==> src/rtl/agc_pkg.sv <==
package agc_pkg;
  typedef enum logic [1:0] {
    STEP_FINE   = 2'd0,
    STEP_MID    = 2'd1,
    STEP_COARSE = 2'd2
  } step_cls_e;

  function automatic int clamp_add(input int base, input int delta, input int hi);
    int r;
    r = base + delta;
    if (r < 0) r = 0;
    if (r > hi) r = hi;
    return r;
  endfunction

  function automatic int abs_diff(input int a, input int b);
    return (a > b) ? (a - b) : (b - a);
  endfunction
endpackage

==> src/rtl/agc_win_meas.sv <==
module agc_win_meas #(
  parameter int WIN = 64,
  parameter int AW  = 10,
  parameter int CW  = $clog2(WIN + 1)
) (
  input  logic          clk,
  input  logic          rst,
  input  logic          clr,
  input  logic          smp_vld,
  input  logic          smp_sat,
  input  logic [AW-1:0] smp_mag,
  output logic          win_done,
  output logic [CW-1:0] win_sat,
  output logic [AW-1:0] win_peak
);
  localparam int IW = (WIN > 1) ? $clog2(WIN) : 1;

  logic [IW-1:0] cnt_q;
  logic [CW-1:0] sat_q;
  logic [AW-1:0] pk_q;
  logic [CW-1:0] sat_nxt;
  logic [AW-1:0] pk_nxt;

  always_comb begin
    sat_nxt = sat_q + CW'(smp_sat);
    pk_nxt  = (smp_mag > pk_q) ? smp_mag : pk_q;
  end

  always_ff @(posedge clk) begin
    if (rst || clr) begin
      cnt_q    <= '0;
      sat_q    <= '0;
      pk_q     <= '0;
      win_done <= 1'b0;
      win_sat  <= '0;
      win_peak <= '0;
    end else begin
      win_done <= 1'b0;
      if (smp_vld) begin
        if (cnt_q == IW'(WIN - 1)) begin
          win_done <= 1'b1;
          win_sat  <= sat_nxt;
          win_peak <= pk_nxt;
          cnt_q    <= '0;
          sat_q    <= '0;
          pk_q     <= '0;
        end else begin
          cnt_q <= cnt_q + 1'b1;
          sat_q <= sat_nxt;
          pk_q  <= pk_nxt;
        end
      end
    end
  end
endmodule

==> src/rtl/agc_step_sel.sv <==
module agc_step_sel
  import agc_pkg::*;
#(
  parameter int WIN       = 64,
  parameter int CW        = $clog2(WIN + 1),
  parameter int GW        = 7,
  parameter int HEAVY_PCT = 50,
  parameter int MID_PCT   = 10,
  parameter int COARSE_DB = 8,
  parameter int MID_DB    = 4,
  parameter int FINE_DB   = 1
) (
  input  logic [CW-1:0] sat_cnt,
  output step_cls_e     step_cls,
  output logic [GW-1:0] step_db
);
  always_comb begin
    if (int'(sat_cnt) * 100 > WIN * HEAVY_PCT) begin
      step_cls = STEP_COARSE;
      step_db  = GW'(COARSE_DB);
    end else if (int'(sat_cnt) * 100 > WIN * MID_PCT) begin
      step_cls = STEP_MID;
      step_db  = GW'(MID_DB);
    end else begin
      step_cls = STEP_FINE;
      step_db  = GW'(FINE_DB);
    end
  end
endmodule

==> src/rtl/agc_lna_hyst.sv <==
module agc_lna_hyst #(
  parameter int PW    = 8,
  parameter int RF_HI = 200,
  parameter int RF_LO = 150
) (
  input  logic          lna_on_now,
  input  logic [PW-1:0] rf_pwr,
  output logic          go_off,
  output logic          go_on
);
  always_comb begin
    go_off = lna_on_now && (int'(rf_pwr) > RF_HI);
    go_on  = !lna_on_now && (int'(rf_pwr) < RF_LO);
  end
endmodule

==> src/rtl/agc_ctrl.sv <==
module agc_ctrl
  import agc_pkg::*;
#(
  parameter int WIN      = 64,
  parameter int AW       = 10,
  parameter int PW       = 8,
  parameter int GAIN_MAX = 90,
  parameter int LNA_DB   = 30,
  parameter int LOCK_LO  = 400,
  parameter int LOCK_HI  = 600,
  parameter int DEV_MAX  = 150,
  parameter int RF_HI    = 200,
  parameter int RF_LO    = 150,
  localparam int GW      = $clog2(GAIN_MAX + 1)
) (
  input  logic          clk,
  input  logic          rst,
  input  logic          rx_start,
  input  logic          smp_vld,
  input  logic          smp_sat,
  input  logic [AW-1:0] smp_mag,
  input  logic [PW-1:0] rf_pwr,
  output logic [GW-1:0] gain_code,
  output logic          lna_en,
  output logic          agc_lock,
  output logic          lock_pulse
);
  localparam int CW = $clog2(WIN + 1);

  logic          win_done;
  logic [CW-1:0] win_sat;
  logic [AW-1:0] win_peak;
  step_cls_e     step_cls;
  logic [GW-1:0] step_db;
  logic          lna_go_off, lna_go_on;
  logic [AW-1:0] ref_q;
  logic          in_band, too_hot, drifted;

  agc_win_meas #(.WIN(WIN), .AW(AW), .CW(CW)) u_meas (
    .clk(clk), .rst(rst), .clr(rx_start),
    .smp_vld(smp_vld), .smp_sat(smp_sat), .smp_mag(smp_mag),
    .win_done(win_done), .win_sat(win_sat), .win_peak(win_peak)
  );

  agc_step_sel #(.WIN(WIN), .CW(CW), .GW(GW)) u_step (
    .sat_cnt(win_sat), .step_cls(step_cls), .step_db(step_db)
  );

  agc_lna_hyst #(.PW(PW), .RF_HI(RF_HI), .RF_LO(RF_LO)) u_lna (
    .lna_on_now(lna_en), .rf_pwr(rf_pwr),
    .go_off(lna_go_off), .go_on(lna_go_on)
  );

  always_comb begin
    in_band = (int'(win_peak) >= LOCK_LO) && (int'(win_peak) <= LOCK_HI);
    too_hot = int'(win_peak) > LOCK_HI;
    drifted = abs_diff(int'(win_peak), int'(ref_q)) > DEV_MAX;
  end

  always_ff @(posedge clk) begin
    if (rst || rx_start) begin
      gain_code  <= GW'(GAIN_MAX);
      lna_en     <= 1'b1;
      agc_lock   <= 1'b0;
      lock_pulse <= 1'b0;
      ref_q      <= '0;
    end else begin
      lock_pulse <= 1'b0;
      if (win_done) begin
        if (agc_lock) begin
          if (drifted) agc_lock <= 1'b0;
        end else if (lna_go_off) begin
          lna_en    <= 1'b0;
          gain_code <= GW'(clamp_add(int'(gain_code), LNA_DB, GAIN_MAX));
        end else if (lna_go_on) begin
          lna_en    <= 1'b1;
          gain_code <= GW'(clamp_add(int'(gain_code), -LNA_DB, GAIN_MAX));
        end else if (in_band) begin
          agc_lock   <= 1'b1;
          lock_pulse <= 1'b1;
          ref_q      <= win_peak;
        end else if (too_hot) begin
          gain_code <= GW'(clamp_add(int'(gain_code), -int'(step_db), GAIN_MAX));
        end
      end
    end
  end
endmodule

==> config.mk <==
export PLATFORM = sky130hd
export DESIGN_NAME = agc_ctrl
export DESIGN_NICKNAME = d
export VERILOG_FILES = /design/src/rtl/agc_pkg.sv /design/src/rtl/agc_win_meas.sv /design/src/rtl/agc_step_sel.sv /design/src/rtl/agc_lna_hyst.sv /design/src/rtl/agc_ctrl.sv
export SDC_FILE = /design/constraint.sdc
export NUM_CORES = 1
export LEC_CHECK = 0
export BUFFER_PORTS_ARGS = -buffer_cell sky130_fd_sc_hd__buf_2
export CORE_MARGIN = 4
export CORE_UTILIZATION = 45
export DETAILED_ROUTE_END_ITERATION = 6
export GPL_ROUTABILITY_DRIVEN = 0
export HOLD_SLACK_MARGIN = 0.12
export PLACE_DENSITY = 0.66
export SLEW_MARGIN = 30
export SYNTH_ARGS = -nofsm -noshare
export SYNTH_HDL_FRONTEND = slang
export SYNTH_HIERARCHICAL = 1
export SYNTH_SLANG_ARGS = --single-unit
export TNS_END_PERCENT = 10
==> constraint.sdc <==
create_clock -name clk -period 8.3 [get_ports clk]
set_clock_uncertainty 0.15 [all_clocks]
set_input_delay 1.66 -clock clk [delete_from_list [all_inputs] [get_ports clk]]
set_output_delay 1.66 -clock clk [all_outputs]
set_load 0.01 [all_outputs]
==> impl_metrics.yaml, run 1 <==
outcome:
  status: "completed"
timing:
  fin_crit_sh_pct: 73.43
  holdWs_ns: 0.3564
  rsz0062_at_grt: "false"
  drv_slew: 0
  tns_ns: 0
  max-slew-margin-rel_pct: 45.08
  setup-violations-final: 0
  worst_pin_slew_ns: 0.8214
  hold_viol: 0
  fin_crit_ns: 6.095
  max_freq_mhz: 164.1
  worst_slack_ns: 2.205
detailed_routing:
  ant_nets: 0
  drt-total-wl_mm: 12.84
  num_vias: 5100
  drtPass1Iterations: 5
  drc: 0
  routedWlPerCell_um: 14.55
  vias_per_cell: 5.776
  drtIter0Drc: 331
job:
  drv_cap: 0
placement:
  dpl.hpwl_mm: 9.572
  place_ws_ns: 2.208
  io_buffer_count: 32
  post_dp_cell_area_mm2: 0.005731
synthesis:
  synth_cell_type_count: 79
  synthCells: 700
  synth.most_common_cell: "ha_1"
  syn_area_mm2: 0.005550
  ys.warnings.count: 6
  ys_top_cells_by_count: "ha_1 (69), inv_1 (62), dfxtp_1 (61)"
  syn_avg_cell_area_um2: 7.929
  synth.area.top_cells: "dfxtp_1 (22%), ha_1 (16%), o21ai_0 (4.6%)"
  synth-edff-count: 0
  synthArstFlopShare_pct: 0
  yosys.area.top_type: "dfxtp_1"
  synth.top_cell.area_share_pct: 22.00
  synthFlopType: "dfxtp_1"
  ys_seq_area_share_pct: 22.00
  yosys_register_bits: 61
grt:
  grt_usage_pct: 17.88
  grt_max_degree: 32
  grt_overflow: 0
  grt_first_pass_wirelength_mm: 21.74
  antenna_found_initial: 0
  grt_pass1_vias: 4739
worst_setup_path:
  cp.required_ns: 8.31
  critPathMaxFanout: 5
  cp-startpoint: "u_meas/win_sat[2]"
  r2r-start: "u_meas/win_sat[2]"
  worstPathArrival_ns: 6.11
  rrSetupSlack_ns: 2.21
  startpoint_type: "flop"
  critPathKind: "flop to flop"
  end_kind: "flop"
final_layout:
  area_growth_pct: 8.228
  nets: 809
  fillCellCount: 1146
  diodes: 0
  finalInstanceArea_mm2: 0.006007
  drive_gt1_share_pct: 10.07
cts:
  clock_path_buffers: 2
  clk_pin_slew_ns: 0.05
  cts.sinks: 61
  root_buffer: "clkbuf_16"
  tritoncts: "done"
  clk_latency_ns: 0.33
  cts_made_buffers: 9
  ctsResizeCount: 0
  holdBufCountCts: 0
  ctsHtreeMaxLevel: 3
  cts_setup_buffers: 0
min_path:
  hold_start: "u_meas/sat_q[2]"
  hold_path.class: "flop to flop"
pwr:
  p_total_w: 0.0006958
  p_leak_nw: 2.338
  p_per_area_mw_per_mm2: 115.8
  ir_drop_mv: 0.1147
floorplanning:
  die-area_mm2: 0.01418
  die_w_um: 119.1
  rows: 40
  floorplan.initialDensity_pct: 46.02
  coreArea_mm2: 0.01206
  die_h_um: 119.1
  ios: 33
==> placed cells by master (no fill, tap or decap), drive strengths merged, types with 5 or more instances in the layout <==
master | synthesis | layout
ha | 69 | 69
nand4 | 14 | 14
buf | 21 | 35
a211oi | 11 | 11
a31oi | 28 | 28
fa | 6 | 6
nor2b | 10 | 10
mux2i | 22 | 22
xor2 | 11 | 11
o211ai | 15 | 15
a21o | 10 | 10
o21ai | 58 | 58
inv | 63 | 63
xnor2 | 14 | 14
a21oi | 43 | 43
nor3 | 14 | 14
or3b | 5 | 5
clkbuf | 18 | 10
nor2 | 54 | 54
or2 | 5 | 5
dfxtp | 61 | 61
and3 | 6 | 6
nand2 | 33 | 33
nand3 | 30 | 30
a22oi | 7 | 7
nand2b | 10 | 10
==> final timing paths <==
check                          to  depth (start not counted)
hold / removal    u_meas/sat_q[2]                          2
setup reg to reg     gain_code[3]                         22
setup / recovery     gain_code[3]                         22
hold reg to reg   u_meas/sat_q[2]                          2
==> state kept, by name, summed over array words and instances, names as in the netlist <==
register         count
gain_code            7
lna_en               1
u_meas/pk_q         10
u_meas/sat_q         7
u_meas/cnt_q         6
ref_q               10
agc_lock             1
lock_pulse           1
u_meas/win_peak     10
u_meas/win_sat       7
u_meas/win_done      1
==> cell type report <==
| type | count | area [µm²] | share of cell area [%] |
|---|---|---|---|
| Timing Repair Buffer | 36 | 187.7 | 3.124 |
| Sequential cell | 61 | 1221 | 20.33 |
| Clock buffer | 9 | 225.2 | 3.749 |
| Clock inverter | 6 | 41.29 | 0.6874 |
| Tap cell | 168 | 210.2 | 3.499 |
| Inverter | 63 | 236.5 | 3.937 |
| Multi-Input combinational cell | 540 | 3885 | 64.67 |
==> kinds of logic (layout without fill, tap and decap cells) <==
family / after synthesis / after routing / share of synthesized area, %
flops: 61 / 61 / 22.00
buf+inv: 102 / 114 / 8.340
compound gates: 210 / 210 / 24.46
simple gates: 204 / 204 / 19.50
other cells: 1 / 4 / 0.06756
mux: 22 / 22 / 3.968
xor+xnor: 25 / 25 / 3.945
fa+ha+maj: 75 / 75 / 17.72
==> per-stage QoR <==
stage | std cells | util (%)
finish | 883 | 49.80
global route | 883 | 49.80
floorplan | 703 | -
detailed placement | 867 | 47.51
global placement | 867 | 47.51
CTS | 882 | 49.72
==> layer usage <==
layer	vias to the layer above	wire length, µm	track usage (%)
li1	2555	-	-
met5	-	0	0
met4	0	136	4.634
met3	15	690	4.321
met1	2369	5995	23.86
met2	161	6022	28.93
==> critical path, stage by stage, from the launching register on <==
cell and delay [ns]:
dfxtp_1 0.40, ha_1 0.27, ha_1 0.32, fa_1 0.46, ha_1 0.37, o21ai_1 0.15
or2_1 0.29, a311o_1 0.32, a31oi_1 0.23, and3b_1 0.21, ha_1 0.20, fa_1 0.41
nor2b_1 0.11, o21ai_0 0.08, nand2b_1 0.11, nand2_1 0.08, nand2b_1 0.08, a21oi_1 0.08
fa_1 0.36, a211oi_1 0.49, or3b_2 0.48, a21boi_0 0.18, o221ai_1 0.12
==> report_power, final <==
group / switching, W / internal (W) / leakage, nW / total, W
Combinational: 0.0000410 / 0.0000234 / 1.72 / 0.0000644
Sequential: 0.00000201 / 0.000295 / 0.492 / 0.000297
Clock: 0.000135 / 0.000199 / 0.123 / 0.000334
Total: 0.000178 / 0.000518 / 2.34 / 0.000696
Power figures use the tool's default switching activity.
==> inputs of run 2 (changes only) <==
PLACE_DENSITY = 0.68   (was 0.66)
clock period = 5.2 ns   (was 8.3 ns; I/O delays follow)
==> run 2 against run 1 <==
  * Die area is the same
  * Worst hold slack lost 0.0029 ns
  * Maximum frequency is 16% higher
  * The flow now finishes with violations (setup timing)
  * Worst setup slack got worse by 2.2 ns
  * Critical endpoint unchanged
  * Via count is 2.5% higher
  * Global-route usage up 0.84 points
  * Cell area rose by 7.7%
  * Core utilization grew 3.9 points
  * Largest cell class unchanged
==> impl_metrics.yaml, run 2 (synthesis gave the netlist of run 1 again) <==
detailed_routing:
  drtIter0Drc: 356
  drc: 0
  drtPass1Iterations: 5
  ant_nets: 0
  routedWlPerCell_um: 14.78
  num_vias: 5226
  vias_per_cell: 5.756
  drt-total-wl_mm: 13.42
floorplanning:
  die_w_um: 119.1
  rows: 40
  die_h_um: 119.1
  floorplan.initialDensity_pct: 46.02
  ios: 33
  die-area_mm2: 0.01418
  coreArea_mm2: 0.01206
grt:
  grt_pass1_vias: 5051
  grt_first_pass_wirelength_mm: 22.72
  grt_overflow: 0
  antenna_found_initial: 0
  grt_usage_pct: 18.71
  grt_max_degree: 32
final_layout:
  final_cell_mix: "inv_1 (61), ha_1 (58), dfxtp_1 (56), o21ai_0 (49), nor2_1 (49)"
  final_util_pct: 53.66
  diodes: 0
  layout.cells.non_filler: 908
  drive_gt1_share_pct: 18.24
  fillCellCount: 1130
  nets: 833
  top_regs: "ref_q x10, u_meas/pk_q x10, u_meas/win_peak x10"
  area_growth_pct: 16.61
  layout_commonest_cell: "inv_1"
job:
  drv_cap: 0
placement:
  dpl.hpwl_mm: 9.678
  placed_cells: 885
  io_buffer_count: 32
timing:
  holdWs_ns: 0.3535
  max_freq_mhz: 190.9
  worst_slack_ns: -0.03943
  fin_crit_ns: 5.239
  fin_crit_sh_pct: 100.8
  max-slew-margin-rel_pct: 46.65
  rsz0062_at_grt: "true"
  drv_slew: 0
  hold_viol: 0
  setup-violations-final: 1
  worst_pin_slew_ns: 0.7981
worst_setup_path:
  worstPathArrival_ns: 5.26
  cp.required_ns: 5.22
  critPathKind: "flop to flop"
  end_kind: "flop"
  startpoint_type: "flop"
  critPathMaxFanout: 5
outcome:
  status: "complete, but fails checks"
  violations: "setup timing"
cts:
  cts_made_buffers: 9
  clk_pin_slew_ns: 0.06
  root_buffer: "clkbuf_16"
  clk_latency_ns: 0.33
  clock_path_buffers: 2
  tritoncts: "done"
  ctsHtreeMaxLevel: 3
  cts.sinks: 61
pwr:
  p_leak_nw: 2.484
  ir_drop_mv: 0.2438
  p_per_area_mw_per_mm2: 186.0
min_path:
  hold_path.class: "flop to flop"
run 2: metrics by stage:
step | setup TNS [ns] | setup WS, ns | area, µm² | total power, W
floorplan | 0 | 0.005383 | 5617 | 0.0005621
global placement | -0.1649 | -0.1063 | 5921 | 0.0005860
detailed placement | -0.7652 | -0.1983 | 5926 | 0.0005898
CTS | -0.02415 | -0.02415 | 6394 | 0.001213
global route | -1.163 | -0.2450 | 6472 | 0.001252
finish | -0.03943 | -0.03943 | 6472 | 0.001204
run 2: metal layers:
layer | GRT usage [%] | vias to the layer above | routed length, µm | part of all wire [%]
met5 | 0 | - | 0 | 0
li1 | - | 2599 | - | -
met2 | 31.86 | 164 | 6556 | 49
met3 | 3.609 | 23 | 670 | 5.0
met4 | 5.503 | 0 | 201 | 1.5
met1 | 23.99 | 2440 | 5988 | 45
run 2: worst paths after layout:
check | start | to | slack, ns | cells past startpoint
worst max-delay path | u_meas/win_sat[2] | gain_code[3] | -0.04 | 22
worst min-delay path | u_meas/sat_q[2] | u_meas/sat_q[2] | 0.35 | 2
worst max register to register | u_meas/win_sat[2] | gain_code[3] | -0.04 | 22
worst min register to register | u_meas/sat_q[2] | u_meas/sat_q[2] | 0.35 | 2
run 2: cell type report:
type                       instances  area (µm²)  share of cell area (%)
inverter                          63       236.5                   3.654
sequential                        61        1230                   19.00
multi-input combinational        540        4116                   63.60
clock buffer                      10       239.0                   3.692
tap                              168       210.2                   3.248
clock inverter                     6       70.07                   1.083
timing repair buffer              60       370.4                   5.722
run 2: power by group:
group          total, W  internal (W)  switching (W)
clock          0.000619      0.000387       0.000232
combinational  0.000112     0.0000421      0.0000695
sequential     0.000473      0.000470     0.00000327
total           0.00120      0.000899       0.000304
run 2: critical path: stages (launching register included):
cell and delay, ns:
dfxtp_4 0.37, ha_4 0.27, ha_4 0.19, fa_1 0.51
ha_4 0.31, o21ai_4 0.06, or2_1 0.24, a311o_1 0.30
a31oi_2 0.16, and3b_1 0.20, ha_2 0.18, fa_2 0.34
nor2b_1 0.12, o21ai_1 0.08, nand2b_1 0.10, nand2_2 0.06
nand2b_1 0.08, a21oi_2 0.06, fa_2 0.57, nor2_2 0.05
or3b_4 0.37, a21boi_1 0.19, o221ai_1 0.13
run 2: repair_timing:
action,in CTS,in global routing
pin swaps,18,4
endpoints found under the setup margin,6,7
hold buffers,0,0
buffers inserted,6,1
gates resized for setup,16,16
